## config.mk

```make
export PLATFORM = sky130hd
export DESIGN_NAME = lw_leader_detect
export DESIGN_NICKNAME = d
export VERILOG_FILES = /design/src/rtl/lw_pkg.sv /design/src/rtl/lw_recip_div.sv /design/src/rtl/lw_leader_detect.sv
export SDC_FILE = /design/constraint.sdc
export NUM_CORES = 1
export LEC_CHECK = 0
export BUFFER_PORTS_ARGS = -buffer_cell sky130_fd_sc_hd__buf_4
export CORE_MARGIN = 1
export CORE_UTILIZATION = 63
export CTS_CLUSTER_SIZE = 25
export DETAILED_ROUTE_END_ITERATION = 12
export GPL_TIMING_DRIVEN = 1
export PLACE_DENSITY = 0.87
export SYNTH_ARGS = -nofsm -noshare
export SYNTH_HDL_FRONTEND = slang
export SYNTH_HIERARCHICAL = 1
export SYNTH_SLANG_ARGS = --single-unit
```

## constraint.sdc

```tcl
create_clock -name clk -period 7.7 [get_ports clk]
set_input_delay 0.77 -clock clk [delete_from_list [all_inputs] [get_ports clk]]
set_output_delay 0.77 -clock clk [all_outputs]
set_load 0.005 [all_outputs]
```

## src/rtl/lw_pkg.sv

```systemverilog
package lw_pkg;

   typedef enum logic [2:0] {
      S_IDLE,
      S_CENTER,
      S_NEIGH,
      S_WAIT,
      S_WRITE,
      S_DONE
   } lw_state_t;

   // neighbour slot k in 0..8 walks a 3x3 window row by row; slot 4 is the centre
   function automatic int nb_dx(input int k);
      return (k % 3) - 1;
   endfunction

   function automatic int nb_dy(input int k);
      return (k / 3) - 1;
   endfunction

endpackage

```

## src/rtl/lw_recip_div.sv

```systemverilog
module lw_recip_div #(
   parameter int PIX_W    = 8,
   parameter int DIV_ITER = 1
) (
   input  logic             clk,
   input  logic             rst_n,
   input  logic             go_i,
   input  logic [PIX_W-1:0] diff_i,
   output logic             done_o,
   output logic [PIX_W-1:0] quot_o
);

   localparam int DIV_W = PIX_W + 1;
   localparam int CNT_W = (PIX_W > 1) ? $clog2(PIX_W) : 1;
   localparam logic [PIX_W-1:0] IMAX_P = {PIX_W{1'b1}};
   localparam logic [DIV_W-1:0] IMAX_D = {1'b0, IMAX_P};

   if (PIX_W < 2 || PIX_W > 16) begin : g_bad_width
      $error("lw_recip_div: PIX_W out of range");
   end

   // divisor held for the whole operation
   logic [DIV_W-1:0] dvs_q;

   always_ff @(posedge clk or negedge rst_n) begin
      if (!rst_n)     dvs_q <= '0;
      else if (go_i)  dvs_q <= {1'b0, diff_i} + DIV_W'(1);
   end

   if (DIV_ITER != 0) begin : g_iter
      logic [DIV_W-1:0] rem_q;
      logic [PIX_W-1:0] qt_q;
      logic [CNT_W-1:0] cnt_q;
      logic             run_q, done_q;
      logic [DIV_W:0]   trial, trial_sub;
      logic             ge;

      assign trial     = {rem_q, qt_q[PIX_W-1]};
      assign ge        = trial >= {1'b0, dvs_q};
      assign trial_sub = trial - {1'b0, dvs_q};

      always_ff @(posedge clk or negedge rst_n) begin
         if (!rst_n) begin
            rem_q  <= '0;
            qt_q   <= '0;
            cnt_q  <= '0;
            run_q  <= 1'b0;
            done_q <= 1'b0;
         end else if (go_i) begin
            rem_q  <= '0;
            qt_q   <= IMAX_P;
            cnt_q  <= '0;
            run_q  <= 1'b1;
            done_q <= 1'b0;
         end else if (run_q) begin
            rem_q <= ge ? trial_sub[DIV_W-1:0] : trial[DIV_W-1:0];
            qt_q  <= {qt_q[PIX_W-2:0], ge};
            cnt_q <= cnt_q + CNT_W'(1);
            if (cnt_q == CNT_W'(PIX_W - 1)) begin
               run_q  <= 1'b0;
               done_q <= 1'b1;
            end
         end else begin
            done_q <= 1'b0;
         end
      end

      assign done_o = done_q;
      assign quot_o = qt_q;
   end else begin : g_lookup
      logic [PIX_W-1:0] qt_q;
      logic             done_q;

      always_ff @(posedge clk or negedge rst_n) begin
         if (!rst_n) begin
            qt_q   <= '0;
            done_q <= 1'b0;
         end else begin
            done_q <= go_i;
            if (go_i)
               qt_q <= (diff_i == IMAX_P) ? '0 : IMAX_P / (diff_i + PIX_W'(1));
         end
      end

      assign done_o = done_q;
      assign quot_o = qt_q;
   end

   // quotient is the truncated IMAX/divisor
   a_r1_quot_exact: assert property (@(posedge clk) disable iff (!rst_n)
      done_o |-> (((2*DIV_W)'(quot_o) * (2*DIV_W)'(dvs_q)) <= (2*DIV_W)'(IMAX_D)) &&
                 (((2*DIV_W)'(quot_o) + (2*DIV_W)'(1)) * (2*DIV_W)'(dvs_q) > (2*DIV_W)'(IMAX_D)));

endmodule

```

## src/rtl/lw_leader_detect.sv

```systemverilog
module lw_leader_detect
   import lw_pkg::*;
#(
   parameter int PIX_W    = 8,
   parameter int IMG_W    = 5,
   parameter int IMG_H    = 5,
   parameter int COLOR    = 0,
   parameter int DIV_ITER = 1,
   localparam int NCH      = (COLOR != 0) ? 3 : 1,
   localparam int PIX_BITS = NCH * PIX_W,
   localparam int NPIX     = IMG_W * IMG_H,
   localparam int ADDR_W   = $clog2(NPIX),
   localparam int SUM_W    = PIX_W + 4
) (
   input  logic                clk,
   input  logic                rst_n,
   input  logic                start_i,
   input  logic [SUM_W-1:0]    thr_i,
   output logic [ADDR_W-1:0]   img_addr_o,
   input  logic [PIX_BITS-1:0] img_data_i,
   output logic                res_we_o,
   output logic [ADDR_W-1:0]   res_addr_o,
   output logic [SUM_W-1:0]    res_sum_o,
   output logic                res_leader_o,
   output logic                busy_o,
   output logic                done_o
);

   localparam int COL_W = $clog2(IMG_W);
   localparam int ROW_W = $clog2(IMG_H);
   localparam int IMAX  = (1 << PIX_W) - 1;

   if (IMG_W < 2 || IMG_H < 2 || NPIX > 4096) begin : g_bad_size
      $error("lw_leader_detect: image size out of range");
   end
   if (COLOR != 0 && COLOR != 1) begin : g_bad_color
      $error("lw_leader_detect: COLOR must be 0 or 1");
   end

   lw_state_t           state_q;
   logic [COL_W-1:0]    col_q;
   logic [ROW_W-1:0]    row_q;
   logic [ADDR_W-1:0]   addr_q;
   logic [3:0]          k_q;
   logic [PIX_BITS-1:0] ctr_q;
   logic [SUM_W-1:0]    sum_q;
   logic [SUM_W-1:0]    thr_q;
   logic [ADDR_W-1:0]   wr_cnt_q;

   // neighbour position
   int                  nc, nr;
   logic                nb_ok;
   logic [ADDR_W-1:0]   nb_addr;

   always_comb begin
      nc      = int'(col_q) + nb_dx(int'(k_q));
      nr      = int'(row_q) + nb_dy(int'(k_q));
      nb_ok   = (k_q != 4'd4) && (nc >= 0) && (nc < IMG_W) && (nr >= 0) && (nr < IMG_H);
      nb_addr = nb_ok ? ADDR_W'(nr * IMG_W + nc) : addr_q;
   end

   assign img_addr_o = (state_q == S_CENTER) ? addr_q : nb_addr;

   // per-channel weight
   logic                div_go;
   logic [NCH-1:0]      ch_done;
   logic [PIX_W-1:0]    ch_w [NCH];
   logic [PIX_W-1:0]    w_min;

   assign div_go = (state_q == S_NEIGH) && nb_ok;

   for (genvar c = 0; c < NCH; c++) begin : g_ch
      logic [PIX_W-1:0] pa, pb, pd;
      assign pa = ctr_q[c*PIX_W +: PIX_W];
      assign pb = img_data_i[c*PIX_W +: PIX_W];
      assign pd = (pa > pb) ? (pa - pb) : (pb - pa);

      lw_recip_div #(
         .PIX_W    (PIX_W),
         .DIV_ITER (DIV_ITER)
      ) u_div (
         .clk    (clk),
         .rst_n  (rst_n),
         .go_i   (div_go),
         .diff_i (pd),
         .done_o (ch_done[c]),
         .quot_o (ch_w[c])
      );
   end

   always_comb begin
      w_min = ch_w[0];
      for (int c = 1; c < NCH; c++)
         if (ch_w[c] < w_min) w_min = ch_w[c];
   end

   // scan sequencer
   always_ff @(posedge clk or negedge rst_n) begin
      if (!rst_n) begin
         state_q <= S_IDLE;
         col_q   <= '0;
         row_q   <= '0;
         addr_q  <= '0;
         k_q     <= '0;
         ctr_q   <= '0;
         sum_q   <= '0;
         thr_q   <= '0;
      end else begin
         unique case (state_q)
            S_IDLE: if (start_i) begin
               thr_q   <= thr_i;
               col_q   <= '0;
               row_q   <= '0;
               addr_q  <= '0;
               state_q <= S_CENTER;
            end
            S_CENTER: begin
               ctr_q   <= img_data_i;
               k_q     <= '0;
               sum_q   <= '0;
               state_q <= S_NEIGH;
            end
            S_NEIGH: begin
               if (nb_ok)            state_q <= S_WAIT;
               else if (k_q == 4'd8) state_q <= S_WRITE;
               else                  k_q     <= k_q + 4'd1;
            end
            S_WAIT: if (&ch_done) begin
               sum_q <= sum_q + SUM_W'(w_min);
               if (k_q == 4'd8) state_q <= S_WRITE;
               else begin
                  k_q     <= k_q + 4'd1;
                  state_q <= S_NEIGH;
               end
            end
            S_WRITE: begin
               if (int'(addr_q) == NPIX - 1) state_q <= S_DONE;
               else begin
                  addr_q  <= addr_q + ADDR_W'(1);
                  state_q <= S_CENTER;
                  if (int'(col_q) == IMG_W - 1) begin
                     col_q <= '0;
                     row_q <= row_q + ROW_W'(1);
                  end else begin
                     col_q <= col_q + COL_W'(1);
                  end
               end
            end
            S_DONE:  state_q <= S_IDLE;
            default: state_q <= S_IDLE;
         endcase
      end
   end

   assign res_we_o     = (state_q == S_WRITE);
   assign res_addr_o   = addr_q;
   assign res_sum_o    = sum_q;
   assign res_leader_o = sum_q > thr_q;
   assign busy_o       = (state_q != S_IDLE);
   assign done_o       = (state_q == S_DONE);

   // independent write counter used by the ordering check
   always_ff @(posedge clk or negedge rst_n) begin
      if (!rst_n)                            wr_cnt_q <= '0;
      else if (start_i && state_q == S_IDLE) wr_cnt_q <= '0;
      else if (res_we_o)                     wr_cnt_q <= wr_cnt_q + ADDR_W'(1);
   end

   // sum never exceeds eight full weights
   a_r4_sum_bound: assert property (@(posedge clk) disable iff (!rst_n)
      res_we_o |-> (int'(res_sum_o) <= 8 * IMAX));

   // every address presented to the image lies inside it
   a_r3_addr_in_image: assert property (@(posedge clk) disable iff (!rst_n)
      int'(img_addr_o) < NPIX);

   // writes follow raster order
   a_r7_raster_order: assert property (@(posedge clk) disable iff (!rst_n)
      res_we_o |-> (res_addr_o == wr_cnt_q));

   // done follows the last pixel's write
   a_r8_done_after_last: assert property (@(posedge clk) disable iff (!rst_n)
      done_o |-> ($past(res_we_o) && int'($past(res_addr_o)) == NPIX - 1));

   // captured threshold is frozen while busy
   a_r6_thr_held: assert property (@(posedge clk) disable iff (!rst_n)
      busy_o |=> $stable(thr_q));

   // no write or done outside a scan
   a_r10_quiet_idle: assert property (@(posedge clk) disable iff (!rst_n)
      !busy_o |-> (!res_we_o && !done_o));

endmodule

```

# After elaboration in Yosys (flattened, before gate mapping)
# Index checks and enable logic that the tools add are counted.
# classes
n_addsub	15
mul	1
div	2
n_lt_le_gt_ge	7
eq_ne	17
mux	39
n_reduce_logical	17
# ops
op	count
$add A4 B32 Y32	2
$ge A32 B1 Y1 const B	2
$lt A32 B4 Y1 const B	2
$sub A32 B2 Y32 const B	2
$mux W3	13
$div A5 B3 Y32 const B	1
$mod A5 B3 Y32 const B	1
$mul A32 B4 Y5 const B	1
$mux W9	3
$mux W8	3
$pmux W12 S2	1
$mux W5	4
$sub A8 B8 Y8	2
$pmux W3 S5	1
$add A12 B8 Y12	1
$eq A3 B3 Y1 const B	4
$gt A12 B12 Y1	1
$mux W12	1
$mux W4	3
$pmux W3 S2	2
$pmux W4 S3	1
$ge A10 B9 Y1	1
$pmux W5 S2	1
$add A3 B1 Y3 const B	3
23 further kinds	42
# totals
ff_bits	81
input_bits	23
out_inout_bits	26
elab_cells	112

# Depth between registers and ports, before layout
# logic_depth
depth_word	10
depth_mapped	34

# Hierarchy
# The synthesis kept the hierarchy.
# modules_own_cells
module	instances	cells_each	area_per_inst_um2	seq_area_each_um2
lw_leader_detect	1	877	6690.2	1251.2
lw_recip_div	1	214	1955.6	775.7

# Least setup slack after synthesis
# OpenSTA, ideal clock, no wires.
# synth_timing
path_kind	register to register
startpoint	register k_q[3]
endpoint	register g_ch[0].u_div.g_iter.rem_q[7]
arrival_ns	6.965
path_slack_ns	0.598
stages_incl_launch_ff	33
n_path_buf	4
cell_sequence	dfrtp_1 > buf_2 > nor2b_1 > clkbuf_1 > ha_1 > buf_2 > nand2b_1 > a41oi_4 > inv_4 > nor3b_1 > o21ai_2 > or3_1 > nor2_2 > nor2_1 > nand3b_1 > nand3_1 > and3_1 > or3_1 > ha_1 > a21oi_1 > o221a_2 > o41ai_1 > xor2_1 > nor4_1 > and4b_1 > nand4_1 > or4_1 > nor3_1 > clkbuf_1 > inv_1 > and3_1 > a32oi_1 > o31ai_1
# synth_between
elab_chain_len	10
# synth_rtl
element	line_no	rtl
start, declared	lw_leader_detect.sv:44	logic [3:0] k_q;
start signal, assigned	lw_leader_detect.sv:126	else k_q <= k_q + 4'd1;
start signal, assigned	lw_leader_detect.sv:132	k_q <= k_q + 4'd1;
$mod A5 B3 Y32	lw_pkg.sv:14	return (k % 3) - 1;
$sub A32 B2 Y32	lw_pkg.sv:14	
$add A4 B32 Y32	lw_leader_detect.sv:56	nc = int'(col_q) + nb_dx(int'(k_q));
$ge A32 B1 Y1	lw_leader_detect.sv:58	nb_ok = (k_q != 4'd4) && (nc >= 0) && (nc < IMG_W) && (nr >= 0) && (nr < IMG_H);
$logic_and A1 B1 Y1 (3 in a row)	lw_leader_detect.sv:58	
$logic_and A1 B1 Y1 (*)	lw_leader_detect.sv:58	
$logic_and A1 B1 Y1 (*)	lw_leader_detect.sv:70	assign div_go = (state_q == S_NEIGH) && nb_ok;
named net div_go	lw_leader_detect.sv:65	logic div_go;
$mux W9 / $reduce_bool A2 Y1 (equally long branches)	--	
end signal, assigned	lw_recip_div.sv:56	rem_q <= ge ? trial_sub[DIV_W-1:0] : trial[DIV_W-1:0];
end, declared	lw_recip_div.sv:31	logic [DIV_W-1:0] rem_q;
# Mark *: on every way through the listed nets, which the timed path passes. The rest lies on a longest branch.
# A chain may end at the register's enable or synchronous reset.

# Worst setup path in the final report
# layout_timing
startpoint	register k_q[3]
endpoint	output port img_addr_o[0]
# layout_between
elab_chain_len	10
# layout_rtl
element	line_no	rtl
branches (longest 8 deep; another with $div A5 B3 Y32)	--	
$mux W5 (*)	lw_leader_detect.sv:59	nb_addr = nb_ok ? ADDR_W'(nr * IMG_W + nc) : addr_q;
$mux W5 (*)	lw_leader_detect.sv:62	assign img_addr_o = (state_q == S_CENTER) ? addr_q : nb_addr;
end, declared	lw_leader_detect.sv:19	output logic [ADDR_W-1:0] img_addr_o,
# Mark *: on every way between the ends.

==> run_results.csv <==
group,metric,value,unit
placement,dp_hpwl,17200,um
synth,synth.most_common_cell,"inv_1",
timing,fin_tns_setup,0,ns
clock_network,cts.clk_slew.worst_paths,0.07,ns
layout,final_cell_area,9690,um^2
drt,drt-total-wl,22500,um
timing,worstMarginPinSlew,1.03,ns
drt,drt-wirelength-per-cell,17.0,um
drt,wl_met2,11300,um
clock_network,ctsHtreeMaxLevel,3,
timing,setup_violations,0,
global_routing,grt_util_all_layers,32.6,%
layout,multiInputGateArea,6130,um^2
worst_setup_path,cp-start-kind,"flip-flop",
synth,synth.distinct_cells,91,
clock_network,root_buffer,"clkbuf_16",
drt,drtIter0Drc,739,
drt,viasPerCell,6.22,
drt,met3WireLength,1240,um
synth,synth_top_cell_area_share,23.4,%
floorplan,die_y,119,um
global_routing,grt_pass1_vias,7892,
worst_hold_path,hold_class,"reg2reg",
worst_setup_path,critPathMaxFanout,11,
clock_network,cts_buffers,9,
synth,synth_area_per_cell,7.92,um^2
global_routing,grt_max_degree,82,
synth,syn_area,8650,um^2
flow_run,cap_violations,0,
timing,fin_crit,7.39,ns
layout,final-seq-area,2030,um^2
drt,top_layer,"met4",
placement,gp_congestion,0.999,
synth,postSynth.asyncResetShare,100,%
global_routing,grt_pass1_wl,37500,um
timing,drv_slew,0,
floorplan,start_util,65.0,%
placement,place_area,9220,um^2
synth,ys_top_cells_by_area,"dfrtp_1, ha_1, inv_1",
layout,num-nets-final,1277,
floorplan,core,13300,um^2
floorplan,die_x,119,um
floorplan,row_count,42,
synth,synth-main-ff-cell,"dfrtp_1",
worst_setup_path,endpoint_kind,"output port",
clock_network,clk_latency,0.34,ns
drt,detail-route-antenna-nets,0,
floorplan,ioPinCount,49,
drt,first_pass_iters,5,
drt,drt-met1-wl,9480,um
clock_network,numClockSinks,81,
clock_network,cts_buffer_depth,2,
synth,synthCells,1091,
timing,relSlewSlack,31.1,%
worst_setup_path,arrival,6.62,ns
synth,seq_area_frac_synth,23.4,%
synth,synth-edff-count,0,
timing,finalCritPeriodShare,96.0,%
global_routing,antenna_found_initial,0,
synth,syn_nets,1228,
floorplan,die-area,14200,um^2
worst_setup_path,critPathRequiredTime,6.93,ns
layout,syn2layout_area_growth,12.0,%
placement,io_buffer_count,48,
timing,fmax,135,MHz
synth,yosysTopAreaCell,"dfrtp_1",
drt,dr_total_vias,8217,
timing,finalHoldViolCount,0,
global_routing,grt_remaining_overflow,0,
status,outcome,"completed",
drt,drc,0,
synth,yosys-top-cells-count,"inv_1, nand2_1, ha_1",
synth,ys_warn_count,6,
layout,final.fill_count,984,
clock_network,cts_tree,"built",
timing,clock_skew,0.0116,ns
synth,synth_seq_cells,81,
layout,num_antenna_cells,0,
worst_setup_path,path_class,"reg2out",
layout,post_route_cells_drive_above_1_share,12.1,%
## cells in the final DEF, fill, tap and decap left out, drive strengths merged, types with 6 or more instances in the layout
cell type and n:
inv 128, nor2b 12, nor4 9, o21ai 85, nand2 109, o21bai 7
a311oi 9, mux2i 20, o31ai 8, nand2b 16, a211oi 11, nor3 16
nand4 16, and3 13, xor2 26, a22o 6, mux2 9, a21oi 67
clkbuf 10, nor2 97, nand3 33, or4 6, o21a 11, dfrtp 81
o211ai 10, fa 8, ha 106, buf 72, a31oi 9, xnor2 35
a21o 21
## sequential cells by signal, summed over array words and instances (netlist names)
register                 cells
row_q                        3
g_ch.u_div/g_iter.run_q      1
state_q                      3
res_sum_o                   12
res_addr_o                   5
g_ch.u_div/quot_o            8
g_ch.u_div/dvs_q             9
g_ch.u_div/done_o            1
thr_q                       12
g_ch.u_div/g_iter.rem_q      9
g_ch.u_div/g_iter.cnt_q      3
k_q                          4
col_q                        3
ctr_q                        8
## per-layer routing
layer	global-route usage, %	up-vias
li1	-	3959
met4	9.89	0
met2	57.5	288
met1	40.8	3929
met5	0	-
met3	4.93	41
## worst paths after layout
check	slack, ns	from	end	cells after the start
min reg2reg	0.51	col_q[1]	col_q[1]	2
min	0.51	col_q[1]	col_q[1]	2
max reg2reg	0.53	k_q[3]	g_ch[0].u_div/g_iter.rem_q[8]	31
max	0.31	k_q[3]	img_addr_o[0]	27
max in group asynchronous	6.43	rst_n	g_ch[0].u_div/g_iter.rem_q[4]	1
min in group asynchronous	0.61	rst_n	ctr_q[3]	1
## stage by stage
| stage | std cells | setup WS (ns) | hold slack [ns] | utilization [%] |
|---|---|---|---|---|
| final | 1321 | 0.311 | 0.510 | 72.9 |
| after detailed placement | 1299 | 0.187 | 0.497 | 69.3 |
| after global routing | 1321 | -0.00879 | 0.548 | 72.9 |
| after floorplan | 1091 | 0.598 | 0.457 | - |
| after CTS | 1315 | 0.0250 | 0.513 | 71.6 |
| after global placement | 1299 | 0.334 | 0.477 | 69.3 |
## cell type report
type | count | share of cell area, %
Tap cell | 176 | 2.27
Inverter | 126 | 4.91
Multi-Input combinational cell | 850 | 63.3
Clock buffer | 10 | 2.47
Sequential cell | 81 | 20.9
Clock inverter | 6 | 0.517
Timing Repair Buffer | 72 | 5.58
## critical path: stages (launching register included)
cell,delay [ns]
dfrtp_1,0.41
buf_4,0.19
ha_1,0.31
o21a_2,0.17
inv_1,0.06
ha_1,0.31
nor3b_4,0.20
o21ai_2,0.08
or3_4,0.40
nor2_4,0.17
nor2_1,0.07
nand3b_1,0.11
nand3_1,0.07
and3_1,0.21
nor3_1,0.25
ha_1,0.35
a21o_1,0.23
nand2b_1,0.17
o2111ai_2,0.25
nand3b_1,0.17
a31oi_1,0.26
xnor2_1,0.12
nor4_1,0.31
nand4_1,0.25
nor4b_4,0.36
and2b_2,0.28
mux2_1,0.36
buf_4,0.15
## cell families after synthesis
group,after synthesis,synth area share (%)
DFF,81,23.4
adders and majority gates,114,17.2
buffers and inverters,160,7.21
muxes,29,3.53
AOI/OAI and AO/OA,289,22.3
and+or+nand+nor,357,20.1
xor gates and xnor gates,61,6.18
## timing repair
item                       CTS  global route
pin swaps                    0            12
hold buffers                 0             0
setup buffers                0             6
setup endpoints to repair    5             7
resized for setup            5            30
Power is left out: the tool's default activity adds up to more than one toggle a clock period on the data nets, which glitch-free logic cannot reach.
